**src/rtl/amem_pkg.sv**
```systemverilog
package amem_pkg;

  typedef enum logic [1:0] {
    PH_IDLE   = 2'd0,
    PH_SETUP  = 2'd1,
    PH_STROBE = 2'd2,
    PH_HOLD   = 2'd3
  } phase_e;

  // strobes from control to datapath
  typedef struct packed {
    logic latchReq;  // capture request and snapshot timing
    logic capRead;   // sample memory read data
  } dpCtl_t;

endpackage

```
**src/rtl/amem_datapath.sv**
```systemverilog
module amem_datapath
  import amem_pkg::*;
#(
  parameter int ADDR_W   = 16,
  parameter int DATA_W   = 16,
  parameter int SETUP_W  = 4,
  parameter int STROBE_W = 6,
  parameter int HOLD_W   = 4,
  parameter int CNT_W    = 6
) (
  input  logic                clk,
  input  logic                rstN,
  input  dpCtl_t              ctl,
  input  logic                reqWrite,
  input  logic [ADDR_W-1:0]   reqAddr,
  input  logic [DATA_W-1:0]   reqWdata,
  input  logic                cfgWrite,
  input  logic [SETUP_W-1:0]  cfgSetup,
  input  logic [STROBE_W-1:0] cfgStrobe,
  input  logic [HOLD_W-1:0]   cfgHold,
  input  logic                cfgUseRdy,
  input  logic [DATA_W-1:0]   memDin,
  output logic                curWrite,
  output logic [CNT_W-1:0]    setupLast,
  output logic [CNT_W-1:0]    strobeLast,
  output logic [CNT_W-1:0]    holdLast,
  output logic                useRdy,
  output logic [ADDR_W-1:0]   memAddr,
  output logic [DATA_W-1:0]   memDout,
  output logic [DATA_W-1:0]   rspData
);

  // programmed timing, all ones out of reset
  logic [SETUP_W-1:0]  progSetup;
  logic [STROBE_W-1:0] progStrobe;
  logic [HOLD_W-1:0]   progHold;
  logic                progUseRdy;

  // timing in force for the current access
  logic [SETUP_W-1:0]  actSetup;
  logic [STROBE_W-1:0] actStrobe;
  logic [HOLD_W-1:0]   actHold;

  always_ff @(posedge clk or negedge rstN) begin
    if (!rstN) begin
      progSetup  <= '1;
      progStrobe <= '1;
      progHold   <= '1;
      progUseRdy <= 1'b0;
    end else if (cfgWrite) begin
      progSetup  <= cfgSetup;
      progStrobe <= cfgStrobe;
      progHold   <= cfgHold;
      progUseRdy <= cfgUseRdy;
    end
  end

  always_ff @(posedge clk or negedge rstN) begin
    if (!rstN) begin
      actSetup  <= '1;
      actStrobe <= '1;
      actHold   <= '1;
      useRdy    <= 1'b0;
      curWrite  <= 1'b0;
      memAddr   <= '0;
      memDout   <= '0;
    end else if (ctl.latchReq) begin
      actSetup  <= progSetup;
      actStrobe <= progStrobe;
      actHold   <= progHold;
      useRdy    <= progUseRdy;
      curWrite  <= reqWrite;
      memAddr   <= reqAddr;
      memDout   <= reqWdata;
    end
  end

  always_ff @(posedge clk or negedge rstN) begin
    if (!rstN)            rspData <= '0;
    else if (ctl.capRead) rspData <= memDin;
  end

  // last counter index of each phase; a zero field means one cycle
  always_comb begin
    setupLast  = (actSetup  == '0) ? '0 : CNT_W'(actSetup)  - CNT_W'(1);
    strobeLast = (actStrobe == '0) ? '0 : CNT_W'(actStrobe) - CNT_W'(1);
    holdLast   = (actHold   == '0) ? '0 : CNT_W'(actHold)   - CNT_W'(1);
  end

endmodule

```
**src/rtl/amem_control.sv**
```systemverilog
module amem_control
  import amem_pkg::*;
#(
  parameter int CNT_W = 6
) (
  input  logic             clk,
  input  logic             rstN,
  input  logic             reqValid,
  input  logic             curWrite,
  input  logic             memRdy,
  input  logic [CNT_W-1:0] setupLast,
  input  logic [CNT_W-1:0] strobeLast,
  input  logic [CNT_W-1:0] holdLast,
  input  logic             useRdy,
  output dpCtl_t           ctl,
  output logic             reqReady,
  output logic             rspDone,
  output logic             memCeN,
  output logic             memOeN,
  output logic             memWeN,
  output logic             memDoutEn
);

  phase_e           phase, phaseNx;
  logic [CNT_W-1:0] cnt, cntNx;
  logic             doneNx;

  always_comb begin
    phaseNx = phase;
    cntNx   = cnt;
    ctl     = '0;
    doneNx  = 1'b0;
    unique case (phase)
      PH_IDLE: begin
        if (reqValid) begin
          phaseNx      = PH_SETUP;
          cntNx        = '0;
          ctl.latchReq = 1'b1;
        end
      end
      PH_SETUP: begin
        if (cnt >= setupLast) begin
          phaseNx = PH_STROBE;
          cntNx   = '0;
        end else begin
          cntNx = cnt + CNT_W'(1);
        end
      end
      PH_STROBE: begin
        if (cnt >= strobeLast) begin
          // count spent: wait on ready only when enabled
          if (!useRdy || memRdy) begin
            phaseNx     = PH_HOLD;
            cntNx       = '0;
            ctl.capRead = !curWrite;
          end
        end else begin
          cntNx = cnt + CNT_W'(1);
        end
      end
      PH_HOLD: begin
        if (cnt >= holdLast) begin
          phaseNx = PH_IDLE;
          cntNx   = '0;
          doneNx  = 1'b1;
        end else begin
          cntNx = cnt + CNT_W'(1);
        end
      end
      default: begin
        phaseNx = PH_IDLE;
        cntNx   = '0;
      end
    endcase
  end

  always_ff @(posedge clk or negedge rstN) begin
    if (!rstN) begin
      phase   <= PH_IDLE;
      cnt     <= '0;
      rspDone <= 1'b0;
    end else begin
      phase   <= phaseNx;
      cnt     <= cntNx;
      rspDone <= doneNx;
    end
  end

  always_comb begin
    reqReady  = (phase == PH_IDLE);
    memCeN    = (phase == PH_IDLE);
    memOeN    = !((phase == PH_STROBE) && !curWrite);
    memWeN    = !((phase == PH_STROBE) &&  curWrite);
    memDoutEn = curWrite && (phase != PH_IDLE);
  end

endmodule

```
**src/rtl/amem_strobe_ctrl.sv**
```systemverilog
module amem_strobe_ctrl
  import amem_pkg::*;
#(
  parameter int ADDR_W   = 16,
  parameter int DATA_W   = 16,
  parameter int SETUP_W  = 4,
  parameter int STROBE_W = 6,
  parameter int HOLD_W   = 4
) (
  input  logic                clk,
  input  logic                rstN,
  input  logic                reqValid,
  input  logic                reqWrite,
  input  logic [ADDR_W-1:0]   reqAddr,
  input  logic [DATA_W-1:0]   reqWdata,
  output logic                reqReady,
  output logic [DATA_W-1:0]   rspData,
  output logic                rspDone,
  input  logic                cfgWrite,
  input  logic [SETUP_W-1:0]  cfgSetup,
  input  logic [STROBE_W-1:0] cfgStrobe,
  input  logic [HOLD_W-1:0]   cfgHold,
  input  logic                cfgUseRdy,
  output logic                memCeN,
  output logic                memOeN,
  output logic                memWeN,
  output logic [ADDR_W-1:0]   memAddr,
  output logic [DATA_W-1:0]   memDout,
  output logic                memDoutEn,
  input  logic [DATA_W-1:0]   memDin,
  input  logic                memRdy
);

  localparam int SH_W  = (SETUP_W > HOLD_W) ? SETUP_W : HOLD_W;
  localparam int CNT_W = (SH_W > STROBE_W) ? SH_W : STROBE_W;

  dpCtl_t           ctl;
  logic             curWrite;
  logic             useRdy;
  logic [CNT_W-1:0] setupLast, strobeLast, holdLast;

  amem_datapath #(
    .ADDR_W(ADDR_W), .DATA_W(DATA_W), .SETUP_W(SETUP_W),
    .STROBE_W(STROBE_W), .HOLD_W(HOLD_W), .CNT_W(CNT_W)
  ) u_dp (
    .clk(clk), .rstN(rstN), .ctl(ctl),
    .reqWrite(reqWrite), .reqAddr(reqAddr), .reqWdata(reqWdata),
    .cfgWrite(cfgWrite), .cfgSetup(cfgSetup), .cfgStrobe(cfgStrobe),
    .cfgHold(cfgHold), .cfgUseRdy(cfgUseRdy), .memDin(memDin),
    .curWrite(curWrite), .setupLast(setupLast), .strobeLast(strobeLast),
    .holdLast(holdLast), .useRdy(useRdy),
    .memAddr(memAddr), .memDout(memDout), .rspData(rspData)
  );

  amem_control #(.CNT_W(CNT_W)) u_ctrl (
    .clk(clk), .rstN(rstN), .reqValid(reqValid), .curWrite(curWrite),
    .memRdy(memRdy), .setupLast(setupLast), .strobeLast(strobeLast),
    .holdLast(holdLast), .useRdy(useRdy), .ctl(ctl),
    .reqReady(reqReady), .rspDone(rspDone), .memCeN(memCeN),
    .memOeN(memOeN), .memWeN(memWeN), .memDoutEn(memDoutEn)
  );

endmodule

```
**config.mk**
```make
export PLATFORM = sky130hd
export DESIGN_NAME = amem_strobe_ctrl
export DESIGN_NICKNAME = d
export VERILOG_FILES = /design/src/rtl/amem_pkg.sv /design/src/rtl/amem_datapath.sv /design/src/rtl/amem_control.sv /design/src/rtl/amem_strobe_ctrl.sv
export SDC_FILE = /design/constraint.sdc
export NUM_CORES = 1
export LEC_CHECK = 0
export ABC_AREA = 1
export BUFFER_PORTS_ARGS = -buffer_cell sky130_fd_sc_hd__buf_2
export CORE_MARGIN = 2
export CORE_UTILIZATION = 47
export DETAILED_ROUTE_END_ITERATION = 8
export PLACE_DENSITY = 0.76
export SETUP_SLACK_MARGIN = 0.1
export SYNTH_ARGS = -nofsm -noshare
export SYNTH_HDL_FRONTEND = slang
export SYNTH_SLANG_ARGS = --single-unit
```
**constraint.sdc**
```tcl
create_clock -name clk -period 2.2 [get_ports clk]
set_input_delay 0.66 -clock clk [delete_from_list [all_inputs] [get_ports clk]]
set_output_delay 0.66 -clock clk [all_outputs]
set_load 0.02 [all_outputs]
```
; Word-level counts from Yosys, hierarchy flattened
; Index checks and enable logic that the tools add are counted.
[op_classes]
n_eq_ne = 9
add_sub_neg = 4
n_lt_le_gt_ge = 3
reduce_logical = 15
mux = 22
[op_table]
columns = operator, n
row1 = $mux 6, 8
row2 = $pmux 6 s4, 1
row3 = $ge 6x6->1, 3
row4 = $mux 2, 5
row5 = $sub 4x1->5 const B, 2
row6 = $logic_not 4->1, 2
row7 = $ne 2x1->1 const B, 4
row8 = $pmux 2 s4, 1
row9 = $mux 1, 7
row10 = $add 6x1->6 const B, 1
row11 = $logic_not 6->1, 1
row12 = $sub 6x1->6 const B, 1
row13 = $reduce_and 5->1, 1
row14 = $eq 2x2->1 const B, 2
row15 = $logic_not 1->1, 4
row16 = $logic_and 1x1->1, 3
row17 = $ne 3x3->1 const B, 1
row18 = $eq 2x1->1 const B, 1
row19 = $logic_not 2->1, 1
row20 = $ne 2x2->1 const B, 1
row21 = $reduce_and 2->1, 1
row22 = $reduce_bool 2->1, 1
row23 = $logic_or 1x1->1, 1
[word_totals]
inputBits = 69
reg_bits = 88
word_cells = 68
output_inout_bits = 54

; Logic depth before layout (Yosys ltp)
[depth]
depth_word = 5
depth_mapped = 20
ltp_nobuf = 20

; By module
; Synthesis repeated with hierarchy kept, for this count alone.
[unflattened]
cells_unflattened = 415
hier_area_um2 = 4499.3
[modules_own_cells]
columns = module, seq_area_each_um2, cells_each, instances, area_each_um2
row1 = amem_datapath, 2011.9, 251, 1, 3402.0
row2 = amem_control, 225.2, 164, 1, 1097.3

; Worst setup path before layout
; Ideal clock, no wire load.
[synth_timing]
path_type = register -> register
start = register u_dp.actStrobe[0]
end = register u_ctrl.cnt[4]
period_less_slack_ns = 2.272
setup_slack_ns = -0.072
t_arrival_ns = 2.151
path_buffers = 0
setup_ns = 0.121
stages_incl_launch_ff = 16
cell_sequence = dfstp_2 inv_1 ha_1 nand2_1 nor2_1 nor3_1 a21oi_1 ha_1 nand2_2 inv_2 a21oi_4 nand2_4 nand2_8 nand2_4 a21oi_1 nor2_1
[synth_between]
elab_chain_cells = 5
elab_cells_between_ends = 8
classes_between = add/sub: 1 / order compare: 1 / eq/ne: 1 / mux: 3 / reduce/logical: 2
[synth_lines]
columns = element, line
row1 = "start, declared", amem_datapath.sv:41  ; logic [STROBE_W-1:0] actStrobe;
row2 = "start signal, assigned", amem_datapath.sv:69  ; actStrobe <= progStrobe;
row3 = $sub 6x1->6 / $logic_not 6->1 (equally long branches), amem_datapath.sv:86  ; strobeLast = (actStrobe == '0) ? '0 : CNT_W'(actStrobe) - CNT_W'(1);
row4 = $mux 6 (*), amem_datapath.sv:86
row5 = $ge 6x6->1 (*), amem_control.sv:50  ; if (cnt >= strobeLast) begin
row6 = $mux 6 / $ne 3x3->1 (equally long branches), --
row7 = $pmux 6 s4 / $reduce_and 2->1 (equally long branches), --
row8 = "end signal, assigned", amem_control.sv:84  ; cnt <= cntNx;
row9 = "end, declared", amem_control.sv:25  ; logic [CNT_W-1:0] cnt, cntNx;
; Mark *: on every way between the ends. The rest lies on a longest branch, timed or not.
; A chain may end at the register's enable or synchronous reset.

; Worst setup path in the final report
[layout_timing]
start = register u_dp.actStrobe[1]
end = register u_ctrl.cnt[4]
; The elaborated chain is that of the path after synthesis.

==> summary.txt <==
CTS tree - built
Cell depth of the worst setup path - 15
Cells after Synth - 453
Most frequent cells in the layout - 120 x buf_2, 110 x nand2_1, 60 x dfrtp_1
Family with the most delay on the worst path - simple AND/OR/NAND/NOR gates
CP bufs+invs - 1
Final number of setup-violating endpoints - 24
Slowest stage delay, CP - 0.55 ns
Largest family of logic cells by synthesized area - simple AND/OR/NAND/NOR gates
Hold slack - 0.290 ns
Final hold vios - 0
Die X - 99.3 um
Failing checks - setup timing
Lkg Pwr - 2.87 nW
Tcrit/Tclk final - 105%
Critical path class - reg -> reg
Rel. slew slack - 63.8%
Clock Latency Late Sink - 0.36 ns
DR WL/cell - 13.6 um
FF-to-FF setup slack - -0.10 ns
Critical path capture point type - flip-flop
I/O pin total - 123
EDFF count, synth - 0
Max VDD drop - 0.647 mV
CORE AREA - 0.00876 mm2
Reg-to-reg endpoint - u_ctrl.cnt[4]$_DFFE_PN0P_
Fmax - 435 MHz
DRT iter0 DRCs - 140
Post-Syn Area - 0.00427 mm2
PortBufs - 122
Area grow syn2layout - 28.6%
Post-synthesis mux area share - 8.44%
Worst-path cell chain - inv_2 -> ha_4 -> nand2_4 -> nor2_4 -> nand2_2 -> nand3b_1 -> ha_1 -> nand2_1 -> nand2_2 -> a21oi_4 -> nand2_4 -> nand2_8 -> nand2_4 -> a21oi_4 -> nor2_1
Synth warn - 0
CTS Hold Bufs - 0
WP data arrival - 2.56 ns
Synth Area in Adders - 7.04%
ANT nets after route - 0
CP required - 2.46 ns
Die height - 99.3 um
Setup ws final - -0.100 ns
Status - finished, violations left
Worst setup SP type - flip-flop
Total length of routed wires - 9.56 mm
CTS Sinks - 88
Slowest-stage cell, CP - dfstp_2
Router iterations before antenna repair - 4
Root Buffer - clkbuf_8
CTS Buf Count - 9
Crit path to - u_ctrl.cnt[4]$_DFFE_PN0P_
Synth Register Bits - 88
Largest net degree at the start of global routing - 65
Util after Layout - 62.6%
Worst-margin pin slew - 0.543 ns
Critical R2R Launch - u_dp.actStrobe[1]$_DFFE_PN1P_
Top_reg_cell synth - dfrtp_1
Simple-Gate Fraction of Synth Area - 19.0%
Initial antenna violation count - 0
Crit path time final - 2.30 ns
Maxcap violations - 0
Row cnt - 34
Post-detail-place hpwl - 6.76 mm
CP dominant cell by count - nand2_4
Die footprint - 0.00986 mm2
Post-detailed-route via-to-cell ratio - 4.97
# H-tree levels - 3
Gr ovfl total - 0
First-pass GRT wire length - 15.4 mm
Vias in the first global route - 3,436
Hold Path Class - in -> async
Pwr dens - 1420 mW/mm2
Worst-path clk slew - 0.09 ns
Final #Nets - 682
Setup Skew - 0.00827 ns
Syn Area/Cell - 9.42 um2
Routability-driven placement congestion ratio - 0.906
Share of cells above drive strength 1 - 42.3%
Max Root-Sink Buffers - 2
Async set or reset register ratio after synthesis - 100%
DRC - 0
N_diodes - 0
Crit path max fanout - 5
Seq/Total Area, Yosys - 52.4%
All-Layer GR Usage - 19.7%
Initial Utilization - 48.7%
Post-Synth XOR/XNOR Area - 0%
Commonest non-fill, non-tap cell in the layout - buf_2
Vias post-DR - 3,488
Max-slew violations - 0
CP Launch Point - u_dp.actStrobe[1]$_DFFE_PN1P_
Synth Area in Compound Gates - 6.30%
Unrepaired setup endpoints after global routing - true
Worst R2R Path Depth - 15
Post-synthesis cell type count - 27
-- worst min path at each step --
stage                                      startpoint                      endpoint  slack [ns]  cells past startpoint
after global placement    u_dp.rspData[9]$_DFFE_PN0P_   u_dp.rspData[9]$_DFFE_PN0P_        0.45                      2
after floorplan                                  rstN     u_ctrl.cnt[0]$_DFFE_PN0P_        0.36                      0
after detailed placement  u_dp.rspData[8]$_DFFE_PN0P_   u_dp.rspData[8]$_DFFE_PN0P_        0.45                      2
after global routing                             rstN  u_dp.memAddr[15]$_DFFE_PN0P_        0.33                      1
final                                            rstN  u_dp.memAddr[15]$_DFFE_PN0P_        0.29                      1
after CTS                                        rstN   u_dp.memAddr[6]$_DFFE_PN0P_        0.28                      1
-- metal layers --
| metal | global-route usage, % | wire length (um) |
|---|---|---|
| met5 | 0 | 0 |
| met1 | 23.4 | 3920 |
| met2 | 33.6 | 4860 |
| met4 | 11.3 | 320 |
| met3 | 3.65 | 469 |
-- through the flow --
step	instance area [um2]	setup TNS, ns	cells	total power [mW]	setup WS (ns)
2_1_floorplan	4310	0	456	5.06	0.0310
4_1_cts	5390	-1.02	702	7.61	-0.0613
6_report	5490	-1.31	702	7.78	-0.100
5_1_grt	5490	-4.25	702	8.37	-0.214
3_5_place_dp	5060	-1.27	679	6.10	-0.115
3_3_place_gp	5060	-0.0373	679	5.96	-0.0193
-- logic make-up after synthesis --
group	after synthesis
AND/OR/NAND/NOR	187
flip-flops	88
buffers and inverters	70
AO/OA/AOI/OAI	51
multiplexers	32
adder cells (fa/ha/maj)	24
other	1
-- final cells by class --
type | instances | area, um2
fillers | 717 | 3270
flip-flops and latches | 88 | 2240
multi-input cells | 299 | 1920
repair buffers | 134 | 743
inverters | 57 | 216
clock buffers | 10 | 138
well taps | 108 | 135
clock inverters | 6 | 97.6
-- synthesized netlist by cell type, types with 5 or more instances --
library cell / instances / share of area (%)
nand4_1: 5 / 0.73
clkbuf_1: 6 / 0.53
ha_1: 24 / 7.0
nor2_1: 24 / 2.1
mux2_2: 32 / 8.4
nand2_1: 119 / 10
o21ai_0: 39 / 4.6
a21oi_1: 8 / 0.94
inv_1: 54 / 4.7
nand3_1: 27 / 3.2
dfrtp_1: 60 / 35
dfstp_2: 28 / 17
-- flip-flops by register name, indices dropped and copies added (netlist names) --
name             cells
u_dp.memAddr        16
u_dp.memDout        16
u_dp.rspData        16
u_ctrl.cnt           6
u_dp.actStrobe       6
u_dp.progStrobe      6
u_dp.actHold         4
u_dp.actSetup        4
u_dp.progHold        4
u_dp.progSetup       4
u_ctrl.phase         2
u_ctrl.rspDone       1
u_dp.curWrite        1
u_dp.progUseRdy      1
u_dp.useRdy          1
-- what timing repair did --
item / 4_1_cts / 5_1_grt
gates resized for setup: 10 / 22
gates cloned: 1 / 0
buffers inserted: 6 / 0
pin swaps: 9 / 11
endpoints found under the setup margin: 26 / 28
hold endpoints to repair: 0 / 0
-- power by group --
| group | leakage, nW | internal [mW] | switching (mW) |
|---|---|---|---|
| sequential | 1.04 | 2.33 | 0.381 |
| combinational | 1.71 | 1.49 | 2.28 |
| clock | 0.119 | 0.689 | 0.606 |
Power figures use the tool's default switching activity.
